--- config.mk ---
export PLATFORM = sky130hd
export DESIGN_NAME = vahash_top
export DESIGN_NICKNAME = d
export VERILOG_FILES = /design/src/rtl/vah_pkg.sv /design/src/rtl/vah_ctrl.sv /design/src/rtl/vah_datapath.sv /design/src/rtl/vahash_top.sv
export SDC_FILE = /design/constraint.sdc
export NUM_CORES = 1
export LEC_CHECK = 0
export ABC_AREA = 1
export BUFFER_PORTS_ARGS = -buffer_cell sky130_fd_sc_hd__buf_2
export CORE_ASPECT_RATIO = 0.5
export CORE_MARGIN = 2
export CORE_UTILIZATION = 45
export CTS_CLUSTER_SIZE = 20
export DETAILED_ROUTE_END_ITERATION = 16
export PLACE_DENSITY = 0.66
export SYNTH_ARGS = -nofsm -noshare
export SYNTH_HDL_FRONTEND = slang
export SYNTH_HIERARCHICAL = 1
export SYNTH_SLANG_ARGS = --single-unit
--- constraint.sdc ---
create_clock -name clk -period 5.2 [get_ports clk]
set_clock_uncertainty 0.2 [all_clocks]
set_input_delay 1.04 -clock clk [delete_from_list [all_inputs] [get_ports clk]]
set_output_delay 1.04 -clock clk [all_outputs]
set_load 0.005 [all_outputs]
--- src/rtl/vah_pkg.sv ---
package vah_pkg;
  typedef struct packed {
    logic loadFront;
    logic loadBack;
  } vah_strobe_t;

  localparam int PAGE_UNIT_SHIFT = 12;
  localparam int SEG_SHIFT_SMALL = 28;
  localparam int SEG_SHIFT_LARGE = 40;
  localparam int LARGE_ID_FOLD = 25;
endpackage

--- src/rtl/vah_ctrl.sv ---
module vah_ctrl
  import vah_pkg::*;
(
  input  logic        clk,
  input  logic        rstN,
  input  logic        inValid,
  output vah_strobe_t strobe,
  output logic        outValid
);
  logic frontValid;

  always_ff @(posedge clk) begin
    if (!rstN) begin
      frontValid <= 1'b0;
      outValid   <= 1'b0;
    end else begin
      frontValid <= inValid;
      outValid   <= frontValid;
    end
  end

  always_comb begin
    strobe.loadFront = inValid;
    strobe.loadBack  = frontValid;
  end
endmodule

--- src/rtl/vah_datapath.sv ---
module vah_datapath
  import vah_pkg::*;
#(
  parameter int ID_W     = 37,
  parameter int EA_W     = 64,
  parameter int VPN_W    = 64,
  parameter int HASH_W   = 39,
  parameter int SHIFT_W  = 6,
  parameter int GROUP_SZ = 8
) (
  input  logic                          clk,
  input  logic                          rstN,
  input  vah_strobe_t                   strobe,
  input  logic [ID_W-1:0]               segId,
  input  logic [EA_W-1:0]               effAddr,
  input  logic                          segIs1T,
  input  logic [SHIFT_W-1:0]            pageShift,
  input  logic [HASH_W-1:0]             tableMask,
  output logic [VPN_W-1:0]              vpn,
  output logic [HASH_W-1:0]             hashOut,
  output logic [HASH_W+$clog2(GROUP_SZ)-1:0] priGroup,
  output logic [HASH_W+$clog2(GROUP_SZ)-1:0] secGroup,
  output logic                          shiftErr
);
  localparam int GRP_BITS  = $clog2(GROUP_SZ);
  localparam int SMALL_LOW = SEG_SHIFT_SMALL - PAGE_UNIT_SHIFT;
  localparam int LARGE_LOW = SEG_SHIFT_LARGE - PAGE_UNIT_SHIFT;
  localparam logic [VPN_W-1:0] SMALL_MASK = (VPN_W'(1) << SMALL_LOW) - VPN_W'(1);
  localparam logic [VPN_W-1:0] LARGE_MASK = (VPN_W'(1) << LARGE_LOW) - VPN_W'(1);

  // front stage state
  logic [VPN_W-1:0]   vpnQ;
  logic               largeQ;
  logic [SHIFT_W-1:0] shiftQ;
  logic [HASH_W-1:0]  maskQ;
  logic               errQ;

  logic [VPN_W-1:0] idExt;
  logic [VPN_W-1:0] pageBits;
  logic [VPN_W-1:0] vpnNext;

  always_comb begin
    idExt    = VPN_W'(segId);
    pageBits = VPN_W'(effAddr >> PAGE_UNIT_SHIFT);
    if (segIs1T) vpnNext = (idExt << LARGE_LOW) | (pageBits & LARGE_MASK);
    else         vpnNext = (idExt << SMALL_LOW) | (pageBits & SMALL_MASK);
  end

  always_ff @(posedge clk) begin
    if (!rstN) begin
      vpnQ   <= '0;
      largeQ <= 1'b0;
      shiftQ <= '0;
      maskQ  <= '0;
      errQ   <= 1'b0;
    end else if (strobe.loadFront) begin
      vpnQ   <= vpnNext;
      largeQ <= segIs1T;
      shiftQ <= pageShift;
      maskQ  <= tableMask;
      errQ   <= (pageShift < SHIFT_W'(PAGE_UNIT_SHIFT));
    end
  end

  // back stage combinational hash
  logic [SHIFT_W-1:0] dropAmt;
  logic [VPN_W-1:0]   smallHash;
  logic [VPN_W-1:0]   largeId;
  logic [VPN_W-1:0]   largeHash;
  logic [HASH_W-1:0]  hashNext;
  logic [HASH_W-1:0]  priMasked;
  logic [HASH_W-1:0]  secMasked;

  always_comb begin
    dropAmt   = shiftQ - SHIFT_W'(PAGE_UNIT_SHIFT);
    smallHash = (vpnQ >> SMALL_LOW) ^ ((vpnQ & SMALL_MASK) >> dropAmt);
    largeId   = vpnQ >> LARGE_LOW;
    largeHash = largeId ^ (largeId << LARGE_ID_FOLD) ^ ((vpnQ & LARGE_MASK) >> dropAmt);
    if (errQ)        hashNext = '0;
    else if (largeQ) hashNext = largeHash[HASH_W-1:0];
    else             hashNext = smallHash[HASH_W-1:0];
    priMasked = hashNext & maskQ;
    secMasked = errQ ? '0 : (~hashNext & maskQ);
  end

  always_ff @(posedge clk) begin
    if (!rstN) begin
      vpn      <= '0;
      hashOut  <= '0;
      priGroup <= '0;
      secGroup <= '0;
      shiftErr <= 1'b0;
    end else if (strobe.loadBack) begin
      vpn      <= vpnQ;
      hashOut  <= hashNext;
      priGroup <= {priMasked, {GRP_BITS{1'b0}}};
      secGroup <= {secMasked, {GRP_BITS{1'b0}}};
      shiftErr <= errQ;
    end
  end
endmodule

--- src/rtl/vahash_top.sv ---
module vahash_top
  import vah_pkg::*;
#(
  parameter int ID_W     = 37,
  parameter int EA_W     = 64,
  parameter int VPN_W    = 64,
  parameter int HASH_W   = 39,
  parameter int SHIFT_W  = 6,
  parameter int GROUP_SZ = 8
) (
  input  logic                  clk,
  input  logic                  rstN,
  input  logic                  inValid,
  input  logic [ID_W-1:0]       segId,
  input  logic [EA_W-1:0]       effAddr,
  input  logic                  segIs1T,
  input  logic [SHIFT_W-1:0]    pageShift,
  input  logic [HASH_W-1:0]     tableMask,
  output logic                  outValid,
  output logic [VPN_W-1:0]      vpn,
  output logic [HASH_W-1:0]     hashOut,
  output logic [HASH_W+$clog2(GROUP_SZ)-1:0] priGroup,
  output logic [HASH_W+$clog2(GROUP_SZ)-1:0] secGroup,
  output logic                  shiftErr
);
  vah_strobe_t strobe;

  vah_ctrl u_ctrl (
    .clk(clk), .rstN(rstN), .inValid(inValid),
    .strobe(strobe), .outValid(outValid)
  );

  vah_datapath #(
    .ID_W(ID_W), .EA_W(EA_W), .VPN_W(VPN_W), .HASH_W(HASH_W),
    .SHIFT_W(SHIFT_W), .GROUP_SZ(GROUP_SZ)
  ) u_dp (
    .clk(clk), .rstN(rstN), .strobe(strobe),
    .segId(segId), .effAddr(effAddr), .segIs1T(segIs1T),
    .pageShift(pageShift), .tableMask(tableMask),
    .vpn(vpn), .hashOut(hashOut), .priGroup(priGroup),
    .secGroup(secGroup), .shiftErr(shiftErr)
  );
endmodule

[Yosys cells after proc, flatten, opt, wreduce, memory -nomap -nowiden]
Cells that the tools add are included.
Storage, ports and cells
  memory bits (writable): 0
  register bits after elaboration: 295
  output and inout port bits: 189
  ROM bits: 0
  logic and storage cells: 28
  memories kept: 0
  latch bits: 0
Cells by class
  multiplexer cells: 4
  reductions and logical operators: 0
  divide/modulo/power cells: 0
  add/subtract/negate cells: 1
  bitwise logic cells: 8
  $lt $le $gt $ge: 1
  equal/unequal tests: 0
  multiply operators: 0
  shift operators: 2
Operators with widths (count)
  $mux W39: 3
  $and A39 B39 Y39: 2
  $xor A39 B39 Y39: 2
  $mux W64: 1
  $or A64 B28 Y64: 1
  $or A53 B16 Y53: 1
  $not A39 Y39: 1
  $shr A16 B6 Y39: 1
  $shr A28 B6 Y39: 1
  $xor A36 B39 Y39: 1
  $lt A6 B4 Y1 const B: 1
  $sub A6 B4 Y6 const B: 1

[Longest topological paths before layout]
Gate-level depths: netlist of the first run.
  depth after elaboration: 8
  mapped depth: 18

[Hierarchy]
The synthesis of the first run kept the hierarchy.
Modules (own cells, without submodules)
  vah_datapath: area each 13569.3 um^2, cells each 1982, sequential area each 5865.6 um^2, instances 1
  vah_ctrl: area each 70.1 um^2, cells each 8, sequential area each 40.0 um^2, instances 1

[Worst setup path after synthesis of the first run]
No wires, ideal clock.
  path kind: input to register
  start point: input port inValid
  end point: register u_dp.vpnQ[53]
  buffers on the path: 4
  arrival time: 2.148 ns
  path slack: 2.781 ns
  library setup time: 0.070 ns
  data required time: 4.930 ns
  stages: 6
  path through: buf_4 clkbuf_1 clkbuf_1 buf_1 nand3_1 a21oi_1
RTL lines
  start, declared: RTL line vahash_top.sv:13  | input logic inValid,
  end signal, assigned: RTL line vah_datapath.sv:57  | vpnQ <= vpnNext;
  end, declared: RTL line vah_datapath.sv:32  | logic [VPN_W-1:0] vpnQ;

==> flow_summary.ini, run 1 <==
[outcome]
status = completed

[cells_and_area]
fin_nets = 2337
drive_above_1_share = 0.182
layout.cells.non_filler = 2594
syn_to_final_growth_pct = 16.9
fin_area_mm2 = 0.0159
fill_cells = 3023

[sta]
slew_headroom = 0.255
final-setup-viol-count = 0
tns_ns = 0
max_freq_mhz = 273
period_share = 0.705
hold_violations = 0
fin_crit_ns = 3.67
maxSlewViolCount = 0
rsz0062_at_grt = false
tightestPinTransition_ns = 1.12

[power]
power_density_mw_per_mm2 = 332
peakVddDrop_v = 0.000232
p_leak_nw = 7.31

[cts]
cts_tree = done
path_clk_slew_ns = 0.06
cts_setup_buffers = 0
clk_latency_ns = 0.56
cts_num_sinks = 295
cts_resized = 0
cts_hold_buf = 0
clockBufferDepth = 3
ctsHtreeMaxLevel = 1
cts-root-buf = clkbuf_16
numCtsBuffers = 26

[flow_run]
max-cap-violations = 0

[synth]
synth_top_area_cell = dfxtp_1
ys_warn_count = 6
synth.distinct_cells = 33
synth_async_sr_flop_share = 0
yosys.area.top_type_share = 0.433
avgSynthCellArea_um2 = 6.85
ys_seq_elements = 295
synth_edf_count = 0
ys.flop_type = dfxtp_1
ys_top_cells_by_count = nand2_1, dfxtp_1, nand3_1
syn_area_mm2 = 0.0136
yosysSeqAreaShare = 0.433
yosysMostFrequentCell = nand2_1
synthTopCellsByArea = dfxtp_1, nand2_1, nand3_1
syn_inst = 1990

[drt]
totalWireLength_mm = 49.4
drc = 0
drt_iter0_markers = 1394
routedWlPerCell_um = 19.1
drt-vias-per-instance = 5.48
ant_nets = 0
vias = 14200
dr.pass1.iters = 5
top_layer = met4
dr_wl_met3_mm = 4.55
wl_met1_mm = 24.1
met2_length_mm = 19.6

[setup_path]
crit_required_ns = 5.48
cp_max_fo = 97
cp-end-kind = flop
critPathKind = reg2reg
arrival_ns = 3.95
startpoint_type = flop

[min_path]
hold_class = reg2reg

[die]
die_x_um = 250
start_util = 0.464
die_y_um = 127
io_pins = 339
num_rows = 44
fp.dieArea_mm2 = 0.0318
core_area_mm2 = 0.0294

[placed_design]
dpl.hpwl_mm = 35.4
gp_congestion = 0.949
dpl_cell_area_mm2 = 0.0151
port_buffers = 296
dp_cells = 2549

[global_routing]
grt_pass1_vias = 12400
grt_pass1_wl_mm = 74.5
grt_use_total = 0.300
antenna_found_initial = 1
grt_overflow = 0
grt_max_degree = 99
layout make-up:
type                    count  area (µm²)  area share
flip-flops and latches    295        5910       0.371
repair buffers            311        1600       0.100
well taps                 391         489      0.0307
inverters                 117         449      0.0282
clock buffers              39         790      0.0495
multi-input cells        1435        6640       0.417
clock inverters             5        63.8     0.00400
diodes                      1        2.50    0.000157
cell families after synthesis:
family	after synthesis	share of synthesized area
flip-flops	295	0.433
AO/OA/AOI/OAI	396	0.155
other	1	0.000275
adder cells (fa/ha/maj)	1	0.000917
XOR/XNOR	18	0.0116
AND/OR/NAND/NOR	1014	0.317
buffers and inverters	265	0.0816
cells in the final DEF (no fill, tap or decap), types with 26 or more instances in the layout:
| master | instances |
|---|---|
| inv_1 | 102 |
| o211ai_1 | 46 |
| nand4_1 | 28 |
| o21ai_0 | 135 |
| buf_2 | 294 |
| dfxtp_1 | 294 |
| nor2_1 | 198 |
| nand2_1 | 485 |
| clkbuf_16 | 26 |
| nand3_1 | 269 |
| a21oi_1 | 200 |
flip-flops by register name (all words and copies together) (netlist names):
name and flops:
u_dp/largeQ 1, u_ctrl/frontValid 1, u_dp/priGroup 39, u_dp/vpn 64, u_dp/shiftErr 1, u_dp/shiftQ 6, u_dp/vpnQ 64, u_dp/secGroup 39
u_dp/hashOut 39, u_dp/maskQ 39, u_ctrl/outValid 1, u_dp/errQ 1
report_power, final:
part | internal (mW) | switching (mW) | leakage [nW] | total, mW
Sequential | 2.38 | 0.125 | 2.42 | 2.50
Combinational | 0.260 | 0.558 | 4.47 | 0.818
Clock | 1.09 | 0.886 | 0.419 | 1.98
Total | 3.73 | 1.57 | 7.31 | 5.30
worst max-delay path: stages (launching register included):
cell	delay (ns)
dfxtp_4	0.89
inv_4	0.59
nor2_2	0.99
buf_4	0.43
inv_1	0.13
nor2_1	0.11
nand2_1	0.06
a21oi_1	0.12
metrics by stage:
| stage | setup WS (ns) | util | total power [mW] | hold WS (ns) |
|---|---|---|---|---|
| floorplan | 2.78 | - | 3.02 | 0.207 |
| global placement | 1.64 | 0.513 | 3.34 | 0.250 |
| detailed placement | 1.59 | 0.513 | 3.34 | 0.252 |
| CTS | 1.58 | 0.542 | 5.30 | 0.263 |
| global route | 1.35 | 0.542 | 5.51 | 0.273 |
| finish | 1.53 | 0.542 | 5.30 | 0.262 |
layer usage:
layer  vias up  global-route usage
met3        63              0.0703
met1      6663               0.466
met2       543               0.413
met4         0              0.0687
met5         -                   0
li1       6934                   -
worst paths after layout:
check | from | to | slack [ns] | cells after the start
worst max-delay path | u_ctrl/frontValid$_SDFF_PN0_ | u_dp/secGroup[3]$_SDFFE_PN0P_ | 1.53 | 7
worst min-delay path | u_dp/priGroup[31]$_SDFFE_PN0P_ | u_dp/priGroup[31]$_SDFFE_PN0P_ | 0.26 | 2
worst max register to register | u_ctrl/frontValid$_SDFF_PN0_ | u_dp/secGroup[3]$_SDFFE_PN0P_ | 1.53 | 7
worst min register to register | u_dp/priGroup[31]$_SDFFE_PN0P_ | u_dp/priGroup[31]$_SDFFE_PN0P_ | 0.26 | 2
No activity file was read; power rests on OpenSTA's default activity.
==> run 2: changes to the inputs <==
==> constraint.sdc (replaced) <==
create_clock -name clk -period 3.8 [get_ports clk]
set_clock_uncertainty 0.2 [all_clocks]
set_input_delay 0.76 -clock clk [delete_from_list [all_inputs] [get_ports clk]]
set_output_delay 0.76 -clock clk [all_outputs]
set_load 0.005 [all_outputs]
==> flow_summary.ini, run 2 (synthesized netlist as in run 1, its figures left out) <==
[drt]
vias = 14300
drt_iter0_markers = 1470
routedWlPerCell_um = 19.0
drt-vias-per-instance = 5.48
totalWireLength_mm = 49.4
ant_nets = 0
dr.pass1.iters = 5
drc = 0

[setup_path]
cp_cell_sequence = inv_4 > nand2_1 > nand3_1 > nand2_1 > nand2_1 > and2_1 > nand2_1 > a21oi_1 > o21ai_1 > nand2_1 > nand3_1 > a21oi_1
rrSetupSlack_ns = 1.03
crit_required_ns = 4.05
startpoint_type = flop
cp_common_cell = nand2_1
reg2reg_from = u_dp/shiftQ[0]$_SDFFE_PN0P_
crit_buf_inv = 1
cp-end-kind = flop
critPathMaxStageDelay_ns = 0.68
cp_top_family = simple AND/OR/NAND/NOR gates
critPathKind = reg2reg
arrival_ns = 3.02
crit_start = u_dp/shiftQ[0]$_SDFFE_PN0P_
cp_max_fo = 30
slowest_stage = dfxtp_1

[placed_design]
dp_cells = 2559
gp_congestion = 0.977
pre_cts_ws_ns = 1.13
dpl.hpwl_mm = 35.5
port_buffers = 296

[cts]
cts_resized = 0
cts_setup_buffers = 0
cts_hold_buf = 0
cts_tree = done
clk_latency_ns = 0.57
numCtsBuffers = 27
cts-root-buf = clkbuf_16
clockBufferDepth = 3
cts_num_sinks = 295
path_clk_slew_ns = 0.07
ctsHtreeMaxLevel = 1

[global_routing]
antenna_found_initial = 0
grt_use_total = 0.300
grt_pass1_vias = 12400
grt_overflow = 0
grt_max_degree = 167
grt_pass1_wl_mm = 74.1

[cells_and_area]
drive_above_1_share = 0.187
n_antenna_cell = 0
top_regs = u_dp/vpnQ (64), u_dp/vpn (64)
syn_to_final_growth_pct = 18.2
layout.cells.non_filler = 2609
fin_util = 0.548
final_common_cell = nand2_1
fin_nets = 2348
layout_common_cells = nand2_1, buf_2, dfxtp_1, nand3_1, a21oi_1

[flow_run]
max-cap-violations = 0

[sta]
max_freq_mhz = 361
hold_violations = 0
finalHoldWorstSlack_ns = 0.206
maxSlewViolCount = 0
period_share = 0.728
slew_headroom = 0.272
tightestPinTransition_ns = 1.09
tns_ns = 0
final-setup-viol-count = 0
rsz0062_at_grt = false
setup_ws_ns = 1.03
fin_crit_ns = 2.77

[die]
num_rows = 44
start_util = 0.464
fp.dieArea_mm2 = 0.0318
die_x_um = 250
io_pins = 339
core_area_mm2 = 0.0294
die_y_um = 127

[power]
swShare = 0.295
power_switching_mw = 2.18
peakVddDrop_v = 0.000376
seqPwrFrac = 0.461
p_leak_nw = 7.42
clkPwrFrac = 0.385
power_density_mw_per_mm2 = 459
combPwrFrac = 0.154
intPower_mw = 5.22

[min_path]
hold_class = in2reg
hp-start = tableMask[25]

[outcome]
status = completed
[run 2: final timing paths]
check / end / depth (start not counted)
worst max-delay path: u_dp/secGroup[24]$_SDFFE_PN0P_ / 12
worst min-delay path: u_dp/maskQ[25]$_SDFFE_PN0P_ / 3
worst max register to register: u_dp/secGroup[24]$_SDFFE_PN0P_ / 12
worst min register to register: u_dp/priGroup[40]$_SDFFE_PN0P_ / 2
[run 2: layout make-up]
type                            instances  area [µm²]
Tap cell                              391         489
Fill cell                            3010       13300
Sequential cell                       295        5910
Timing Repair Buffer                  321        1720
Multi-Input combinational cell       1435        6640
Clock inverter                         13         156
Clock buffer                           37         753
Inverter                              117         449
[run 2: per-layer routing]
metal | part of all wire | track usage | vias to the layer above
met5 | 0 | 0 | -
met4 | 0.025 | 0.0729 | 0
met3 | 0.095 | 0.0654 | 69
met2 | 0.40 | 0.414 | 547
met1 | 0.48 | 0.465 | 6702
li1 | - | - | 6971
[run 2: through the flow]
stage               area, µm²  power [mW]
detailed placement      15200        4.59
global placement        15200        4.58
finish                  16100        7.41
global route            16100        7.70
floorplan               13700        4.14
CTS                     16100        7.41
[run 2: power groups by stage]
stage                     clock (mW)  sequential [mW]  combinational [mW]
after floorplan                    0             3.42               0.719
after global placement             0             3.47                1.11
after detailed placement           0             3.48                1.11
after CTS                       2.88             3.41                1.12
after global routing            3.01             3.43                1.26
final                           2.85             3.41                1.14
[run 2: worst min-delay path, stage by stage]
cell    delay, ns
buf_2        0.07
nor2_1       0.03
nor2_1       0.08
==> run 3: changes to the inputs <==
--- a/config.mk
+++ b/config.mk
@@ -5,7 +5,7 @@
 export SDC_FILE = /design/constraint.sdc
 export NUM_CORES = 1
 export LEC_CHECK = 0
-export ABC_AREA = 1
+export ABC_AREA = 0
 export BUFFER_PORTS_ARGS = -buffer_cell sky130_fd_sc_hd__buf_2
 export CORE_ASPECT_RATIO = 0.5
 export CORE_MARGIN = 2
==> constraint.sdc (replaced) <==
create_clock -name clk -period 2.84 [get_ports clk]
set_clock_uncertainty 0.2 [all_clocks]
set_input_delay 0.568 -clock clk [delete_from_list [all_inputs] [get_ports clk]]
set_output_delay 0.568 -clock clk [all_outputs]
set_load 0.005 [all_outputs]
==> flow_summary.ini, run 3 <==
[min_path]
hold_class = in2reg
hp-start = effAddr[15]
hold_end = u_dp/vpnQ[3]$_SDFFE_PN0P_
whs_path_depth = 3

[placed_design]
gp_congestion = 0.955
pre_cts_ws_ns = -0.101
dpl.hpwl_mm = 34.4
port_buffers = 296

[die]
core_area_mm2 = 0.0317
num_rows = 46
io_pins = 339
die_y_um = 131
die_x_um = 258
start_util = 0.458
fp.dieArea_mm2 = 0.0338

[cells_and_area]
syn_to_final_growth_pct = 24.9
drive_above_1_share = 0.298
fill_cells = 2914
n_antenna_cell = 0
layout_common_cells = buf_2, dfxtp_1, mux2i_1, nor2b_1, nand2_1
final_common_cell = buf_2
top_regs = u_dp/vpnQ (64), u_dp/vpn (64)
fin_util = 0.572
fin_nets = 2006

[setup_path]
rr_worst_depth = 9
cp-end-kind = flop
crit_required_ns = 3.10
reg2reg_from = u_dp/shiftQ[2]$_SDFFE_PN0P_
arrival_ns = 3.06
startpoint_type = flop
rrSetupSlack_ns = 0.04
cp_max_fo = 6
worstReg2RegEnd = u_dp/secGroup[12]$_SDFFE_PN0P_
critPathKind = reg2reg

[sta]
rsz0062_at_grt = true
fin_crit_ns = 2.80
final-setup-viol-count = 0
hold_violations = 0
period_share = 0.985
tightestPinTransition_ns = 0.870
maxSlewViolCount = 0
max_freq_mhz = 358
setup_ws_ns = 0.0438
slew_headroom = 0.420

[synth]
ys.flop_type = dfxtp_1
synth_edf_count = 0
ys_seq_elements = 295
synth.distinct_cells = 83
yosysSeqAreaShare = 0.406
synthTopCellsByArea = dfxtp_1, mux2i_1, nor2b_1
yosysMostFrequentCell = dfxtp_1
syn_inst = 1535
syn_area_mm2 = 0.0145
ys_warn_count = 6
synth_top_area_cell = dfxtp_1
ys_top_cells_by_count = dfxtp_1, mux2i_1, nor2b_1
avgSynthCellArea_um2 = 9.47
yosys.area.top_type_share = 0.406
synth_async_sr_flop_share = 0

[drt]
ant_nets = 0
vias = 12400
dr.pass1.iters = 5
drt_iter0_markers = 1237
drc = 0
totalWireLength_mm = 46.5
drt-vias-per-instance = 5.40
routedWlPerCell_um = 20.2

[global_routing]
antenna_found_initial = 0
grt_max_degree = 204
grt_pass1_wl_mm = 68.1
grt_overflow = 0
grt_use_total = 0.262
grt_pass1_vias = 11100

[cts]
clk_latency_ns = 0.58
cts_num_sinks = 295
path_clk_slew_ns = 0.07
cts-root-buf = clkbuf_16
numCtsBuffers = 27
ctsHtreeMaxLevel = 1
clockBufferDepth = 3
cts_hold_buf = 0
cts_tree = done

[power]
p_leak_nw = 8.04
peakVddDrop_v = 0.000437
total_power_mw = 9.78
power_density_mw_per_mm2 = 539

[flow_run]
max-cap-violations = 0

[outcome]
status = completed
## run 3: changes by cell type after synthesis, moves of 144 or more
cell / change
nor2b_1: +163
nand2_1: -348
a21oi_1: -178
nor2_1: -144
nand3_1: -240
mux2i_1: +223
## run 3: what timing repair did
| action | CTS | global route |
|---|---|---|
| endpoints found under the setup margin | 2 | 48 |
| resized for setup | 1 | 36 |
| buffers inserted | 1 | 0 |
| pin swaps | 1 | 9 |
| cloned | 0 | 0 |
## run 3: cell type report
class                           count  area, µm²  area share
Inverter                           20       75.1     0.00414
Clock buffer                       32        724      0.0399
Clock inverter                     16        133     0.00731
Timing Repair Buffer              423       2630       0.145
Sequential cell                   295       5920       0.326
Multi-Input combinational cell   1088       8120       0.448
Tap cell                          432        541      0.0298
## run 3: cells by family (layout without fill, tap and decap cells)
kind of cell               count (synthesis)  after routing  share of synthesized area
muxes                                    256            256                      0.187
DFF                                      295            295                      0.406
xor gates and xnor gates                  53             53                     0.0319
buffers and inverters                    157            491                     0.0485
adders and majority gates                  1              1                   0.000861
AOI/OAI and AO/OA                        290            290                      0.150
and+or+nand+nor                          482            482                      0.174
other                                      1              6                   0.000258
## run 3: power by group
group / switching, mW / leakage, nW / internal, mW
sequential: 0.189 / 2.41 / 4.30
clock: 1.67 / 0.429 / 1.93
combinational: 0.908 / 5.20 / 0.774
## run 3: worst max path at each step
| stage | start | cells after the start | to | slack (ns) |
|---|---|---|---|---|
| final | u_dp/shiftQ[2]$_SDFFE_PN0P_ | 9 | u_dp/secGroup[12]$_SDFFE_PN0P_ | 0.04 |
| after global routing | u_dp/shiftQ[2]$_SDFFE_PN0P_ | 11 | u_dp/secGroup[20]$_SDFFE_PN0P_ | -0.05 |
| after CTS | u_dp/shiftQ[2]$_SDFFE_PN0P_ | 9 | u_dp/secGroup[3]$_SDFFE_PN0P_ | 0.01 |
| after detailed placement | u_dp/shiftQ[2]$_SDFFE_PN0P_ | 10 | u_dp/secGroup[20]$_SDFFE_PN0P_ | -0.10 |
| after global placement | u_dp/shiftQ[2]$_SDFFE_PN0P_ | 11 | u_dp/secGroup[20]$_SDFFE_PN0P_ | -0.11 |
| after floorplan | u_dp/shiftQ[3]$_SDFFE_PN0P_ | 10 | u_dp/hashOut[3]$_SDFFE_PN0P_ | 0.30 |
## run 3: layer usage
metal	vias to the layer above	track usage	wire, µm
met2	371	0.398	20300
met5	-	0	0
met4	0	0.0493	760
li1	6041	-	-
met1	5980	0.385	22400
met3	57	0.0571	3160
## run 3: critical path, stage by stage (launching register included)
cell      delay (ns)
dfxtp_2         0.34
ha_2            0.19
nand2b_1        0.23
a21oi_1         0.14
nor2_1          0.60
o22ai_1         0.29
xor2_1          0.17
mux2i_1         0.08
buf_4           0.19
a32o_1          0.25
## run 3: through the flow
step	area (µm²)	TNS, ns	instances	hold WS [ns]
after detailed placement	17100	-0.101	2257	0.239
after CTS	18000	0	2306	0.0391
final	18100	0	2306	0.0552
after global placement	17100	-0.127	2257	0.231
after floorplan	14600	0	1540	0.231
after global routing	18100	-0.175	2306	0.0445
